### src/rtl/stgen_pkg.sv
package stgen_pkg;
  typedef enum logic [1:0] {
    QS_IDLE   = 2'd0,
    QS_HELD   = 2'd1,
    QS_WINDOW = 2'd2
  } qstate_e;
  localparam int STATUS_W = 5;
endpackage

### src/rtl/stgen_crc.sv
module stgen_crc #(
  parameter int CRC_BITS = 65
) (
  input  logic       clk,
  input  logic       rst_n,
  input  logic       word_start,
  input  logic       bit_valid,
  input  logic       bit_data,
  output logic [1:0] crc
);
  localparam int CW = $clog2(CRC_BITS + 1);
  localparam logic [CW-1:0] CNT_LIMIT = CW'(CRC_BITS);

  logic [1:0]    crc_q, crc_n;
  logic [CW-1:0] cnt_q, cnt_n;
  logic          fold;

  always_comb begin
    crc_n = crc_q;
    cnt_n = cnt_q;
    fold  = crc_q[0] ^ bit_data;
    if (word_start) begin
      crc_n = 2'b00;
      cnt_n = '0;
    end else if (bit_valid && (cnt_q < CNT_LIMIT)) begin
      crc_n[1] = fold;
      crc_n[0] = fold ^ crc_q[1];
      cnt_n    = cnt_q + 1'b1;
    end
  end

  always_ff @(posedge clk or negedge rst_n) begin
    if (!rst_n) begin
      crc_q <= 2'b00;
      cnt_q <= '0;
    end else begin
      crc_q <= crc_n;
      cnt_q <= cnt_n;
    end
  end

  assign crc = crc_q;
endmodule

### src/rtl/stgen_hold.sv
module stgen_hold #(
  parameter int NBTN            = 4,
  parameter int TIME_STEP_TICKS = 8000
) (
  input  logic            clk,
  input  logic            rst_n,
  input  logic [NBTN-1:0] buttons,
  input  logic            tick,
  output logic [1:0]      time_bits
);
  localparam int CW = $clog2(TIME_STEP_TICKS + 1);
  localparam logic [CW-1:0] STEP_LAST = CW'(TIME_STEP_TICKS - 1);

  logic [CW-1:0] cnt_q, cnt_n;
  logic [1:0]    tb_q, tb_n;

  always_comb begin
    cnt_n = cnt_q;
    tb_n  = tb_q;
    if (buttons == '0) begin
      cnt_n = '0;
      tb_n  = 2'b00;
    end else if (tick) begin
      if (cnt_q == STEP_LAST) begin
        cnt_n = '0;
        if (tb_q != 2'b11) tb_n = tb_q + 2'b01;
      end else begin
        cnt_n = cnt_q + 1'b1;
      end
    end
  end

  always_ff @(posedge clk or negedge rst_n) begin
    if (!rst_n) begin
      cnt_q <= '0;
      tb_q  <= 2'b00;
    end else begin
      cnt_q <= cnt_n;
      tb_q  <= tb_n;
    end
  end

  assign time_bits = tb_q;
endmodule

### src/rtl/stgen_queue.sv
module stgen_queue
  import stgen_pkg::*;
#(
  parameter int NBTN        = 4,
  parameter int QWIN_TICKS  = 20000,
  parameter int QSAMP_TICKS = 64
) (
  input  logic            clk,
  input  logic            rst_n,
  input  logic [NBTN-1:0] buttons,
  input  logic            tick,
  output logic [1:0]      q_count,
  output logic            abort
);
  localparam int WW = $clog2(QWIN_TICKS + 1);
  localparam int SW = $clog2(QSAMP_TICKS + 1);
  localparam logic [WW-1:0] WIN_LAST = WW'(QWIN_TICKS - 1);
  localparam logic [SW-1:0] SMP_LAST = SW'(QSAMP_TICKS - 1);

  qstate_e       st_q, st_n;
  logic [WW-1:0] win_q, win_n;
  logic [SW-1:0] smp_q, smp_n;
  logic [NBTN-1:0] combo_q, combo_n;
  logic [1:0]    cnt_q, cnt_n;
  logic          abort_q, abort_n;
  logic          any_btn;

  assign any_btn = (buttons != '0);

  always_comb begin
    st_n    = st_q;
    win_n   = win_q;
    smp_n   = smp_q;
    combo_n = combo_q;
    cnt_n   = cnt_q;
    abort_n = 1'b0;
    if (any_btn && (st_q != QS_WINDOW)) combo_n = buttons;
    unique case (st_q)
      QS_IDLE: begin
        if (any_btn) st_n = QS_HELD;
      end
      QS_HELD: begin
        if (!any_btn) begin
          st_n  = QS_WINDOW;
          win_n = '0;
          smp_n = '0;
        end
      end
      QS_WINDOW: begin
        if (tick) begin
          win_n = win_q + 1'b1;
          smp_n = smp_q + 1'b1;
          if ((smp_q == SMP_LAST) && any_btn) begin
            st_n = QS_HELD;
            if (buttons == combo_q) begin
              if (cnt_q != 2'b11) cnt_n = cnt_q + 2'b01;
              abort_n = 1'b1;
            end else begin
              cnt_n = 2'b00;
            end
          end else begin
            if (smp_q == SMP_LAST) smp_n = '0;
            if (win_q == WIN_LAST) begin
              st_n  = QS_IDLE;
              cnt_n = 2'b00;
            end
          end
        end
      end
      default: st_n = QS_IDLE;
    endcase
  end

  always_ff @(posedge clk or negedge rst_n) begin
    if (!rst_n) begin
      st_q    <= QS_IDLE;
      win_q   <= '0;
      smp_q   <= '0;
      combo_q <= '0;
      cnt_q   <= 2'b00;
      abort_q <= 1'b0;
    end else begin
      st_q    <= st_n;
      win_q   <= win_n;
      smp_q   <= smp_n;
      combo_q <= combo_n;
      cnt_q   <= cnt_n;
      abort_q <= abort_n;
    end
  end

  assign q_count = cnt_q;
  assign abort   = abort_q;
endmodule

### src/rtl/stgen_status.sv
module stgen_status
  import stgen_pkg::*;
#(
  parameter int NBTN            = 4,
  parameter int CRC_BITS        = 65,
  parameter int TIME_STEP_TICKS = 8000,
  parameter int QWIN_TICKS      = 20000,
  parameter int QSAMP_TICKS     = 64
) (
  input  logic            clk,
  input  logic            rst_n,
  input  logic            word_start,
  input  logic            bit_valid,
  input  logic            bit_data,
  input  logic            lowv_lvl,
  input  logic [NBTN-1:0] buttons,
  input  logic            crc_sel,
  input  logic            tick,
  output logic [4:0]      status_bits,
  output logic            queue_abort
);
  logic [1:0] rst_sync_q;
  logic       rst_int_n;
  logic [1:0] crc_val;
  logic [1:0] time_val;
  logic [1:0] q_val;
  logic       lowbat_q, lowbat_n;

  always_ff @(posedge clk or negedge rst_n) begin
    if (!rst_n) rst_sync_q <= 2'b00;
    else        rst_sync_q <= {rst_sync_q[0], 1'b1};
  end
  assign rst_int_n = rst_sync_q[1];

  stgen_crc #(.CRC_BITS(CRC_BITS)) i_crc (
    .clk(clk), .rst_n(rst_int_n), .word_start(word_start),
    .bit_valid(bit_valid), .bit_data(bit_data), .crc(crc_val)
  );

  stgen_hold #(.NBTN(NBTN), .TIME_STEP_TICKS(TIME_STEP_TICKS)) i_hold (
    .clk(clk), .rst_n(rst_int_n), .buttons(buttons), .tick(tick),
    .time_bits(time_val)
  );

  stgen_queue #(.NBTN(NBTN), .QWIN_TICKS(QWIN_TICKS),
                .QSAMP_TICKS(QSAMP_TICKS)) i_queue (
    .clk(clk), .rst_n(rst_int_n), .buttons(buttons), .tick(tick),
    .q_count(q_val), .abort(queue_abort)
  );

  always_comb begin
    lowbat_n = lowbat_q;
    if (word_start) lowbat_n = lowv_lvl;
  end

  always_ff @(posedge clk or negedge rst_int_n) begin
    if (!rst_int_n) lowbat_q <= 1'b0;
    else            lowbat_q <= lowbat_n;
  end

  assign status_bits = {q_val, (crc_sel ? crc_val : time_val), lowbat_q};
endmodule

### config.mk
export PLATFORM = sky130hd
export DESIGN_NAME = stgen_status
export DESIGN_NICKNAME = d
export VERILOG_FILES = /design/src/rtl/stgen_pkg.sv /design/src/rtl/stgen_crc.sv /design/src/rtl/stgen_hold.sv /design/src/rtl/stgen_queue.sv /design/src/rtl/stgen_status.sv
export SDC_FILE = /design/constraint.sdc
export NUM_CORES = 1
export LEC_CHECK = 0
export ABC_AREA = 1
export BUFFER_PORTS_ARGS = -buffer_cell sky130_fd_sc_hd__buf_2
export CAP_MARGIN = 20
export CORE_ASPECT_RATIO = 1.1
export CORE_MARGIN = 8
export CORE_UTILIZATION = 55
export DETAILED_ROUTE_END_ITERATION = 12
export GPL_TIMING_DRIVEN = 0
export PLACE_DENSITY = 0.82
export REMOVE_ABC_BUFFERS = 1
export SYNTH_ARGS = -nofsm -noshare
export SYNTH_HDL_FRONTEND = slang
export SYNTH_SLANG_ARGS = --single-unit
### constraint.sdc
create_clock -name clk -period 2.1 [get_ports clk]
set_clock_uncertainty 0.05 [all_clocks]
set_input_delay 0.525 -clock clk [delete_from_list [all_inputs] [get_ports clk]]
set_output_delay 0.525 -clock clk [all_outputs]
set_load 0.02 [all_outputs]
==> reports/metrics.cfg <==
[outcome]
status=finished, final reports clean

[sta]
min_period_ps=1890
worst_pin_slew_ps=511
final_hold_viol_count=0
drv_slew=0
setup_viol=0
rsz0062_at_grt=no
max_freq_mhz=529
post-route-period-util_pct=90.0
slew_headroom_pct=65.9

[die]
io_pins=18
die_w_um=90.2
initial_utilization_pct=57.4
rows=29
core_area_um2=5810
dieArea_um2=8810
fp.dieH_um=97.7

[power_and_ir_drop]
p_clk_share_pct=30.2
power_mw=3.08
p_comb_share_pct=20.8
intPower_mw=2.02
seqPwrFrac_pct=49.0
switching_power_mw=1.05
p_per_area_nw_per_um2=832
worst_ir_drop_vdd_mv=0.569
p_sw_share_pct=34.2
power_leakage_nw=1.83

[drt]
vias=2940
vias_per_cell=5.23
drc=0
drt_iter0_drc=139
routedWlPerCell_um=12.4
firstDrtPassIters=4
ant_nets=0
wl_um=6970

[global_routing]
overflow=0
grt_max_degree=36
grt_pass1_wl_um=12400
grt_pass1_vias=2918
antenna_found_initial=0
grt_usage_pct=16.8

[yosys]
ys_seq_area_share_pct=43.5
synth_area_um2=3330
synthArstFlopShare_pct=100
synth_edf_count=0
synth-seq-cells=58
yosys_most_used_dff=dfrtp_1
postSynthCellCount=455
yosys_warnings=0
synth_top_area_share_pct=43.5
synth_area_per_cell_um2=7.33
synth.area.top_cells=dfrtp_1 (44%), nand2_1 (15%), nor2_1 (7.3%)
synth_area_leader_cell=dfrtp_1
synth_cell_type_count=32

[clocking]
cts_buffers=9
clkLatencyLatePin_ps=340
htreeDepth=3
tritoncts=built
clkTransAtPathRegs_ps=70
clock_sinks=58
ctsLongestPathBuffers=2
cts-root-buf=clkbuf_8

[placement]
placed_area_um2=3500
hpwl_um=5050
io_buffers=17
place_congestion=0.926

[critical_path]
crit_required_ps=2310
slowest_stage=dfrtp_1
start_kind=register
critPathBufInv=2
cpPeakStageDelay_ps=410
reg2regPathDepth=7
rrSetupSlack_ps=210
crit_type=register to register
cp-end-kind=register
path_delay_family=simple AND/OR/NAND/NOR gates
crit_chain=inv_1 -> nor2_4 -> nand2_2 -> nand2_4 -> inv_2 -> or2_0 -> o21ai_1
rr_endpoint=i_queue.smp_q[0]$_DFFE_PN0P_
crit_fanout=23
arrival_ps=2100
reg2reg_from=i_queue.st_q[1]$_DFFE_PN0P_

[final_layout]
final_cell_mix=nand2_1 (136), nor2_1 (65), dfrtp_1 (57), inv_1 (46), nand3_1 (36)
fin_nets=498
diodes=0
final_common_cell=nand2_1
syn_to_final_growth_pct=10.8
final_cell_area_um2=3690
drive_above_1_share_pct=10.1

[job]
drv_cap=0

[worst_hold_path]
hp-class=register to asynchronous set/reset pin

==> sequential cells by signal (all words and copies together) (netlist names) <==
register and cells:
i_queue.win_q 15, i_hold.cnt_q 13, i_crc.cnt_q 7, i_queue.smp_q 7, i_queue.combo_q 4, i_crc.crc 2
i_hold.time_bits 2, i_queue.q_count 2, i_queue.st_q 2, rst_sync_q 2, i_queue.abort 1, lowbat_q 1
==> layer usage <==
layer,global-route usage [%],up-vias,share of wire (%)
met5,0,-,0
met4,10.8,0,2.3
met3,3.17,16,3.8
met2,29.0,56,50
met1,18.7,1360,43
li1,-,1508,-
==> stage by stage <==
| stage | hold WS (ps) | setup slack (ps) | instances | TNS, ps | util [%] |
|---|---|---|---|---|---|
| 5_1_grt | 253 | 37.0 | 562 | 0 | 63.6 |
| 4_1_cts | 220 | 221 | 562 | 0 | 63.6 |
| 6_report | 194 | 211 | 562 | 0 | 63.6 |
| 3_3_place_gp | 260 | -344 | 544 | -19150 | 60.0 |
| 3_5_place_dp | 213 | 98.8 | 545 | 0 | 60.4 |
| 2_1_floorplan | 179 | 316 | 450 | 0 | - |
==> cell usage after synthesis, types with 3 or more instances <==
library cell  instances
o21ai_0              32
nor3_1                5
xor2_1               15
ha_1                  6
dfrtp_1              58
a21oi_1              11
inv_1                46
nand2_1             136
nand4_1              14
nor2_1               65
inv_2                 3
nand3_1              36
==> power groups by stage <==
stage | combinational, mW | sequential (mW) | clock, mW
4_1_cts | 0.643 | 1.51 | 0.952
3_3_place_gp | 0.586 | 1.52 | 0
6_report | 0.639 | 1.51 | 0.930
5_1_grt | 0.750 | 1.53 | 1.01
3_5_place_dp | 0.639 | 1.52 | 0
2_1_floorplan | 0.490 | 1.48 | 0
==> worst max-delay path by stage <==
stage / startpoint / to / slack, ps / cells after the start
2_1_floorplan: rst_sync_q[1]$_DFF_PN0_ / i_crc.cnt_q[0]$_DFFE_PN0P_ / 320 / 0
3_3_place_gp: rst_sync_q[1]$_DFF_PN0_ / i_crc.cnt_q[5]$_DFFE_PN0P_ / -340 / 0
3_5_place_dp: buttons[3] / i_queue.smp_q[0]$_DFFE_PN0P_ / 100 / 9
4_1_cts: i_queue.st_q[1]$_DFFE_PN0P_ / i_queue.smp_q[0]$_DFFE_PN0P_ / 220 / 7
5_1_grt: i_queue.st_q[1]$_DFFE_PN0P_ / i_queue.win_q[5]$_DFFE_PN0P_ / 40 / 7
6_report: i_queue.st_q[1]$_DFFE_PN0P_ / i_queue.smp_q[0]$_DFFE_PN0P_ / 210 / 7
==> kinds of logic after synthesis <==
logic type               share of synthesized area [%]
multiplexers                                     0.300
flip-flops                                        43.5
AND/OR/NAND/NOR                                   35.0
AO/OA/AOI/OAI                                     7.84
other                                            0.112
buffers and inverters                             6.49
XOR/XNOR                                          4.47
adder cells (fa/ha/maj)                           2.25
==> what timing repair did <==
action | 4_1_cts | 5_1_grt
endpoints found under the hold margin | 2 | 0
buffers inserted | 0 | 0
gates resized for setup | 0 | 0
hold buffers | 1 | 0
==> final cells by class <==
class | instances | area, µm²
Clock buffer | 11 | 151
Clock inverter | 5 | 28.8
Fill cell | 513 | 2110
Inverter | 49 | 184
Multi-Input combinational cell | 343 | 1670
Sequential cell | 58 | 1450
Tap cell | 77 | 96.3
Timing Repair Buffer | 19 | 115
==> worst register-to-register path: stages (launching register included) <==
cell and delay, ps:
dfrtp_1 410, inv_1 100, nor2_4 300, nand2_2 200, nand2_4 270, inv_2 140, or2_0 220, o21ai_1 130
No activity file was read; power rests on OpenSTA's default activity.
